==> config.mk <==
export PLATFORM = sky130hd
export DESIGN_NAME = cmdresp_port_ctrl
export DESIGN_NICKNAME = d
export VERILOG_FILES = /design/src/rtl/cmdresp_pkg.sv /design/src/rtl/cmdresp_decode.sv /design/src/rtl/cmdresp_inbuf.sv /design/src/rtl/cmdresp_outseq.sv /design/src/rtl/cmdresp_port_ctrl.sv
export SDC_FILE = /design/constraint.sdc
export NUM_CORES = 1
export LEC_CHECK = 0
export ABC_AREA = 1
export BUFFER_PORTS_ARGS = -buffer_cell sky130_fd_sc_hd__buf_2
export CAP_MARGIN = 20
export CORE_UTILIZATION = 40
export CTS_BUF_LIST = sky130_fd_sc_hd__clkbuf_8
export DETAILED_ROUTE_END_ITERATION = 10
export GPL_TIMING_DRIVEN = 0
export PLACE_DENSITY_LB_ADDON = 0.05
export SLEW_MARGIN = 20
export SYNTH_ARGS = -nofsm -noshare
export SYNTH_HDL_FRONTEND = slang
export SYNTH_SLANG_ARGS = --single-unit
==> constraint.sdc <==
create_clock -name clk -period 3.8 [get_ports clk]
set_clock_uncertainty 0.2 [all_clocks]
set_input_delay 0.57 -clock clk [delete_from_list [all_inputs] [get_ports clk]]
set_output_delay 0.57 -clock clk [all_outputs]
set_load 0.01 [all_outputs]
==> src/rtl/cmdresp_pkg.sv <==
`timescale 1ns/1ps
package cmdresp_pkg;

    localparam logic [7:0] CMD_START  = 8'h01;
    localparam logic [7:0] CMD_END    = 8'h03;
    localparam logic [7:0] CMD_CANCEL = 8'h22;
    localparam logic [7:0] MARK_HEAD  = 8'h01;
    localparam logic [7:0] MARK_TAIL  = 8'h03;

    localparam int RESP_MIN  = 6;
    localparam int LEN_FIRST = 2;
    localparam int LEN_LAST  = 5;

    typedef enum logic [1:0] {PH_IDLE, PH_WRITE, PH_RESP} phase_e;

    typedef enum logic [2:0] {OS_IDLE, OS_HEAD, OS_BODY, OS_TAIL, OS_CLOSE} oseq_e;

    typedef struct packed {
        logic cancel;
        logic start;
        logic fin;
        logic cmd_wr;
        logic data_wr;
        logic data_rd;
    } hostop_t;

    typedef struct packed {
        logic ibr;
        logic rdy;
        logic a2;
        logic f0;
        logic ibf;
        logic obf;
    } status_t;

    function automatic logic [7:0] pack_status(input status_t s);
        return {2'b00, s};
    endfunction

endpackage

==> src/rtl/cmdresp_decode.sv <==
`timescale 1ns/1ps
module cmdresp_decode
    import cmdresp_pkg::*;
(
    input  logic       host_wr,
    input  logic       host_rd,
    input  logic       host_addr,
    input  logic [7:0] host_wdata,
    output hostop_t    op
);

    always_comb begin
        op.cmd_wr  = host_wr && host_addr;
        op.data_wr = host_wr && !host_addr;
        op.data_rd = host_rd && !host_addr;
        op.cancel  = op.cmd_wr && (host_wdata == CMD_CANCEL);
        op.start   = op.cmd_wr && (host_wdata == CMD_START);
        op.fin     = op.cmd_wr && (host_wdata == CMD_END);
    end

endmodule

==> src/rtl/cmdresp_inbuf.sv <==
`timescale 1ns/1ps
module cmdresp_inbuf #(
    parameter int DW = 8
) (
    input  logic          clk,
    input  logic          rst,
    input  logic          cancel,
    input  logic          accept_en,
    input  logic          data_wr,
    input  logic [DW-1:0] wdata,
    input  logic          rx_ready,
    output logic          rx_valid,
    output logic [DW-1:0] rx_data,
    output logic          overrun
);

    logic          full_q;
    logic [DW-1:0] byte_q;
    logic          ovr_q;

    always_ff @(posedge clk) begin
        if (rst || cancel) begin
            full_q <= 1'b0;
            ovr_q  <= 1'b0;
        end else begin
            if (full_q && rx_ready)
                full_q <= 1'b0;
            if (data_wr && accept_en) begin
                if (full_q) begin
                    ovr_q <= 1'b1;
                end else begin
                    full_q <= 1'b1;
                    byte_q <= wdata;
                end
            end
        end
    end

    assign rx_valid = full_q;
    assign rx_data  = byte_q;
    assign overrun  = ovr_q;

    // handshake empties the input register on the next cycle
    a_r4_ibf_clears: assert property (@(posedge clk) disable iff (rst)
        (rx_valid && rx_ready) |=> !rx_valid);

    // overrun stays until cancel
    a_r5_overrun_sticky: assert property (@(posedge clk) disable iff (rst)
        (overrun && !cancel) |=> overrun);

endmodule

==> src/rtl/cmdresp_outseq.sv <==
`timescale 1ns/1ps
module cmdresp_outseq
    import cmdresp_pkg::*;
#(
    parameter int DW    = 8,
    parameter int CNT_W = 16,
    parameter int LEN_W = 32
) (
    input  logic          clk,
    input  logic          rst,
    input  logic          cancel,
    input  logic          start,
    input  logic          data_rd,
    input  logic          tx_valid,
    input  logic [DW-1:0] tx_data,
    output logic          tx_ready,
    output logic          obf,
    output logic          f0,
    output logic [DW-1:0] obyte,
    output logic          done,
    output logic          resp_err
);

    oseq_e            state;
    logic [CNT_W-1:0] cnt;
    logic [LEN_W-1:0] len;
    logic             err_q;

    logic [CNT_W-1:0] cnt_nx;
    logic [LEN_W-1:0] len_nx;
    logic             in_len;
    logic             short_len;
    logic             last;

    always_comb begin
        cnt_nx    = cnt + 1'b1;
        in_len    = (cnt >= CNT_W'(LEN_FIRST)) && (cnt <= CNT_W'(LEN_LAST));
        len_nx    = in_len ? {len[LEN_W-DW-1:0], tx_data} : len;
        short_len = (cnt_nx == CNT_W'(RESP_MIN)) && (len_nx < LEN_W'(RESP_MIN));
        last      = short_len ||
                    ((cnt_nx >= CNT_W'(RESP_MIN)) && (len_nx == LEN_W'(cnt_nx)));
    end

    assign tx_ready = (state == OS_BODY) && !obf;
    assign done     = (state == OS_CLOSE);
    assign resp_err = err_q;

    always_ff @(posedge clk) begin
        if (rst || cancel) begin
            state <= OS_IDLE;
            obf   <= 1'b0;
            f0    <= 1'b0;
            obyte <= '0;
            cnt   <= '0;
            len   <= '0;
            err_q <= 1'b0;
        end else begin
            case (state)
                OS_IDLE: begin
                    if (start) begin
                        obyte <= MARK_HEAD;
                        obf   <= 1'b1;
                        f0    <= 1'b1;
                        cnt   <= '0;
                        len   <= '0;
                        err_q <= 1'b0;
                        state <= OS_HEAD;
                    end else if (data_rd) begin
                        obf <= 1'b0;
                        f0  <= 1'b0;
                    end
                end
                OS_HEAD: begin
                    if (data_rd) begin
                        obf   <= 1'b0;
                        f0    <= 1'b0;
                        state <= OS_BODY;
                    end
                end
                OS_BODY: begin
                    if (tx_valid && tx_ready) begin
                        obyte <= tx_data;
                        obf   <= 1'b1;
                        f0    <= 1'b0;
                        cnt   <= cnt_nx;
                        len   <= len_nx;
                        if (short_len)
                            err_q <= 1'b1;
                        if (last)
                            state <= OS_TAIL;
                    end else if (data_rd) begin
                        obf <= 1'b0;
                    end
                end
                OS_TAIL: begin
                    if (data_rd) begin
                        obf   <= 1'b0;
                        state <= OS_CLOSE;
                    end
                end
                OS_CLOSE: begin
                    obyte <= MARK_TAIL;
                    obf   <= 1'b1;
                    f0    <= 1'b1;
                    state <= OS_IDLE;
                end
                default: state <= OS_IDLE;
            endcase
        end
    end

    // head marker follows the end command
    a_r7_head_marker: assert property (@(posedge clk) disable iff (rst)
        start |=> (obf && f0 && obyte == MARK_HEAD));

    // a data read empties the output register
    a_r8_read_clears_obf: assert property (@(posedge clk) disable iff (rst)
        (data_rd && obf && !cancel && !start) |=> !obf);

    // an unread byte is never replaced
    a_r8_hold_byte: assert property (@(posedge clk) disable iff (rst)
        (obf && !data_rd && !cancel && !start) |=> (obf && $stable(obyte)));

    // no backend pull once the tail is queued
    a_r9_no_pull_after_last: assert property (@(posedge clk) disable iff (rst)
        (state == OS_TAIL) |-> !tx_ready);

endmodule

==> src/rtl/cmdresp_port_ctrl.sv <==
`timescale 1ns/1ps
module cmdresp_port_ctrl
    import cmdresp_pkg::*;
#(
    parameter int CNT_W = 16,
    parameter int LEN_W = 32
) (
    input  logic       clk,
    input  logic       rst,
    input  logic       host_wr,
    input  logic       host_rd,
    input  logic       host_addr,
    input  logic [7:0] host_wdata,
    output logic [7:0] host_rdata,
    output logic       rx_valid,
    output logic [7:0] rx_data,
    input  logic       rx_ready,
    input  logic       tx_valid,
    input  logic [7:0] tx_data,
    output logic       tx_ready,
    output logic       overrun,
    output logic       resp_err
);

    localparam int DW = 8;

    hostop_t    op;
    phase_e     phase;
    logic       a2_q;
    logic       obf;
    logic       f0;
    logic [7:0] obyte;
    logic       seq_done;
    logic       resp_go;
    status_t    st;
    logic [7:0] status_byte;

    cmdresp_decode u_decode (
        .host_wr    (host_wr),
        .host_rd    (host_rd),
        .host_addr  (host_addr),
        .host_wdata (host_wdata),
        .op         (op)
    );

    cmdresp_inbuf #(.DW(DW)) u_inbuf (
        .clk       (clk),
        .rst       (rst),
        .cancel    (op.cancel),
        .accept_en (phase == PH_WRITE),
        .data_wr   (op.data_wr),
        .wdata     (host_wdata),
        .rx_ready  (rx_ready),
        .rx_valid  (rx_valid),
        .rx_data   (rx_data),
        .overrun   (overrun)
    );

    assign resp_go = (phase == PH_WRITE) && op.fin;

    cmdresp_outseq #(.DW(DW), .CNT_W(CNT_W), .LEN_W(LEN_W)) u_outseq (
        .clk      (clk),
        .rst      (rst),
        .cancel   (op.cancel),
        .start    (resp_go),
        .data_rd  (op.data_rd),
        .tx_valid (tx_valid),
        .tx_data  (tx_data),
        .tx_ready (tx_ready),
        .obf      (obf),
        .f0       (f0),
        .obyte    (obyte),
        .done     (seq_done),
        .resp_err (resp_err)
    );

    always_ff @(posedge clk) begin
        if (rst || op.cancel) begin
            phase <= PH_IDLE;
            a2_q  <= 1'b0;
        end else begin
            if (op.cmd_wr)
                a2_q <= 1'b1;
            else if (op.data_wr)
                a2_q <= 1'b0;
            case (phase)
                PH_IDLE:  if (op.start)  phase <= PH_WRITE;
                PH_WRITE: if (op.fin)    phase <= PH_RESP;
                PH_RESP:  if (seq_done)  phase <= PH_IDLE;
                default:                 phase <= PH_IDLE;
            endcase
        end
    end

    always_comb begin
        st = '{ibr: (phase == PH_WRITE), rdy: (phase == PH_IDLE),
               a2: a2_q, f0: f0, ibf: rx_valid, obf: obf};
        status_byte = pack_status(st);
        host_rdata  = host_addr ? status_byte : obyte;
    end

    // cancel leaves only the ready flag
    a_r1_cancel_status: assert property (@(posedge clk) disable iff (rst)
        op.cancel |=> (status_byte == 8'h10));

    // no byte enters the input register outside the write phase
    a_r6_no_accept: assert property (@(posedge clk) disable iff (rst)
        (phase != PH_WRITE && !rx_valid) |=> !rx_valid);

    // draining a stale byte while idle keeps the port ready
    a_r11_drain_ready: assert property (@(posedge clk) disable iff (rst)
        (phase == PH_IDLE && op.data_rd && !op.start && !op.cancel)
            |=> (phase == PH_IDLE && !obf));

endmodule

==> impl_metrics.ini <==
[outcome]
outcome = complete, but fails checks
violations = design-rule violations

[synthesis]
synth_common_cells = nand2_1, inv_1, nor2_1
synth_edf_count = 8
ys_types = 42
synth_warnings = 0
synth.largest_area_cell = dfxtp_1
synth.top_cell.area_share_pct = 27.7
ys_seq_area_share_pct = 32.6
ys_seq_elements = 75
synthArstFlopShare_pct = 0
syn_avg_cell_area_um2 = 6.30
syn-num-nets = 797
synth.area.top_cells = dfxtp_1, nand2_1, inv_1
synth_area_um2 = 4850
synth.most_common_cell = nand2_1
synthCells = 770
synth_flop_cell = dfxtp_1

[drt]
num_vias = 5047
initialDrtViolationCount = 376
antenna_left = 0
viasPerCell = 5.21
wl_um = 15300
avgRoutedWirePerCell_um = 15.8
drc = 4
first_pass_iters = 9

[job]
maxCapViolCount = 0

[clocking]
cts_resized = 0
hold_buffers = 0
post-cts-setup-buffer-count = 0
clk_latency_ns = 0.37
cts.sinks = 75
h-tree-depth = 3
cts-root-buf = clkbuf_8
numCtsBuffers = 9
clk_pin_slew_ns = 0.08
cts_tree = built
clockBufferDepth = 2

[hold_path]
hold_class = in -> reg
whs_path_depth = 1

[power]
peakVddDrop_mv = 0.208
cellInternalPower_uw = 1380
leakagePower_uw = 0.00242
clkPwrFrac_pct = 23.1
p_sw_share_pct = 43.3
p_sw_uw = 1060
p_per_area_nw_per_um2 = 452
p_seq_share_pct = 37.4
p_comb_share_pct = 39.4

[grt]
gr-total-overflow = 0
grt_pass1_wl_um = 24400
grt_max_degree = 13
grt_usage_pct = 25.2
grt_pass1_vias = 4564
antenna_found_initial = 0

[setup_path]
crit_path_max_fanout = 10
worstSetupPathType = reg -> reg
required_ns = 3.87
critPathCaptureType = flip-flop
rr_worst_depth = 17
critPathLaunchType = flip-flop
crit_arrival_ns = 3.15

[floorplan]
fp.dieH_um = 112
io_pins = 43
die_w_um = 112
initial_core_util_pct = 41.7
coreArea_um2 = 11600
rows = 39
die_area_um2 = 12600

[finish]
fin_nets = 849
diodes = 0
drive_above_1_share_pct = 13.7
syn_to_final_growth_pct = 11.2
fill_cells = 1259
post-route-util_pct = 46.4

[timing]
relSlewSlack_pct = 54.0
hold_viol_final = 0
slew_viol_final = 0
rsz0062_at_grt = false
tightest_slew_ns = 0.690
fin_setup_tns_ns = 0
min_period_over_period_pct = 81.1
timing.fmax_mhz = 324
final.min_clock_period_ns = 3.08
setup_viol = 0

[placed_design]
gp_congestion = 0.923
place_hpwl_um = 11900
portBuffers = 41
-- registers in the layout, summed over array words and instances (netlist names) --
register / count
a2_q: 1
phase: 2
u_inbuf.overrun: 1
u_inbuf.rx_data: 8
u_inbuf.rx_valid: 1
u_outseq.cnt: 16
u_outseq.f0: 1
u_outseq.len: 32
u_outseq.obf: 1
u_outseq.obyte: 8
u_outseq.resp_err: 1
u_outseq.state: 3
-- critical path, cell delays in order (launching register included) --
cell and delay [ns]:
dfxtp_1 0.43, inv_1 0.15, ha_1 0.22, o21ai_0 0.19
nand2_2 0.20, nand3_4 0.14, buf_2 0.25, nand2_1 0.14
nand3_1 0.11, nand2_1 0.05, nor2_1 0.12, nand3_1 0.09
nor2_1 0.26, nand2_1 0.12, nand2_2 0.13, nand3_1 0.07
nand2_1 0.07, nor2_1 0.04
-- placed cells by master (no fill, tap or decap), drive strengths merged, types with 7 or more instances in the layout --
master	n
nand2	252
inv	100
nor2	92
dfxtp	67
a21oi	60
buf	59
nand3	50
o21ai	40
nand4	22
clkbuf	20
a211oi	11
edfxtp	8
or2	7
nor3	7
-- cell type report --
type	instances	area, um^2	share of cell area [%]
Timing Repair Buffer	41	205	3.81
Multi-Input combinational cell	566	2730	50.5
Clock inverter	4	21.3	0.395
Clock buffer	10	138	2.55
Sequential cell	75	1580	29.3
Tap cell	143	179	3.32
Buffer	28	163	3.02
Inverter	101	379	7.03
-- path summary, 6_finish.rpt --
| kind | startpoint | endpoint | slack (ns) |
|---|---|---|---|
| worst max-delay path | u_outseq.cnt[0] | u_outseq.state[1] | 0.72 |
| worst min-delay path | host_wdata[3] | u_inbuf.rx_data[3] | 0.19 |
| worst max register to register | u_outseq.cnt[0] | u_outseq.state[1] | 0.72 |
| worst min register to register | u_inbuf.overrun | u_inbuf.overrun | 0.26 |
-- stage by stage --
stage,area (um^2),setup WS (ns),power [uW],hold WS (ns),std cells
floorplan,4850,1.20,1600,0.237,770
global placement,5230,0.486,1880,0.238,954
detailed placement,5230,0.465,1880,0.248,954
CTS,5390,0.753,2440,0.169,968
global route,5390,0.443,2580,0.180,968
finish,5390,0.717,2440,0.185,968
-- layer usage --
layer,global-route usage [%],wire length [um],vias to the layer above
met5,0,0,-
met4,11.8,487,0
met3,3.19,661,25
met2,39.9,6960,126
met1,34.2,7170,2316
li1,-,-,2580
-- power groups by stage --
stage	combinational (uW)	sequential (uW)	clock, uW
finish	961	913	564
global route	1060	919	601
CTS	958	911	572
detailed placement	953	930	0
global placement	953	929	0
floorplan	686	914	0
-- cells by family (layout without fill, tap and decap cells) --
kind of cell    Yosys count  count (layout)  synth area share, %
flops                    75              75                 32.6
xor+xnor                  4               4                0.723
simple gates            432             432                 39.6
compound gates          126             126                 14.9
fa+ha+maj                 4               4                 1.03
buf+inv                 129             184                 11.2
No activity file was read; power rests on OpenSTA's default activity.
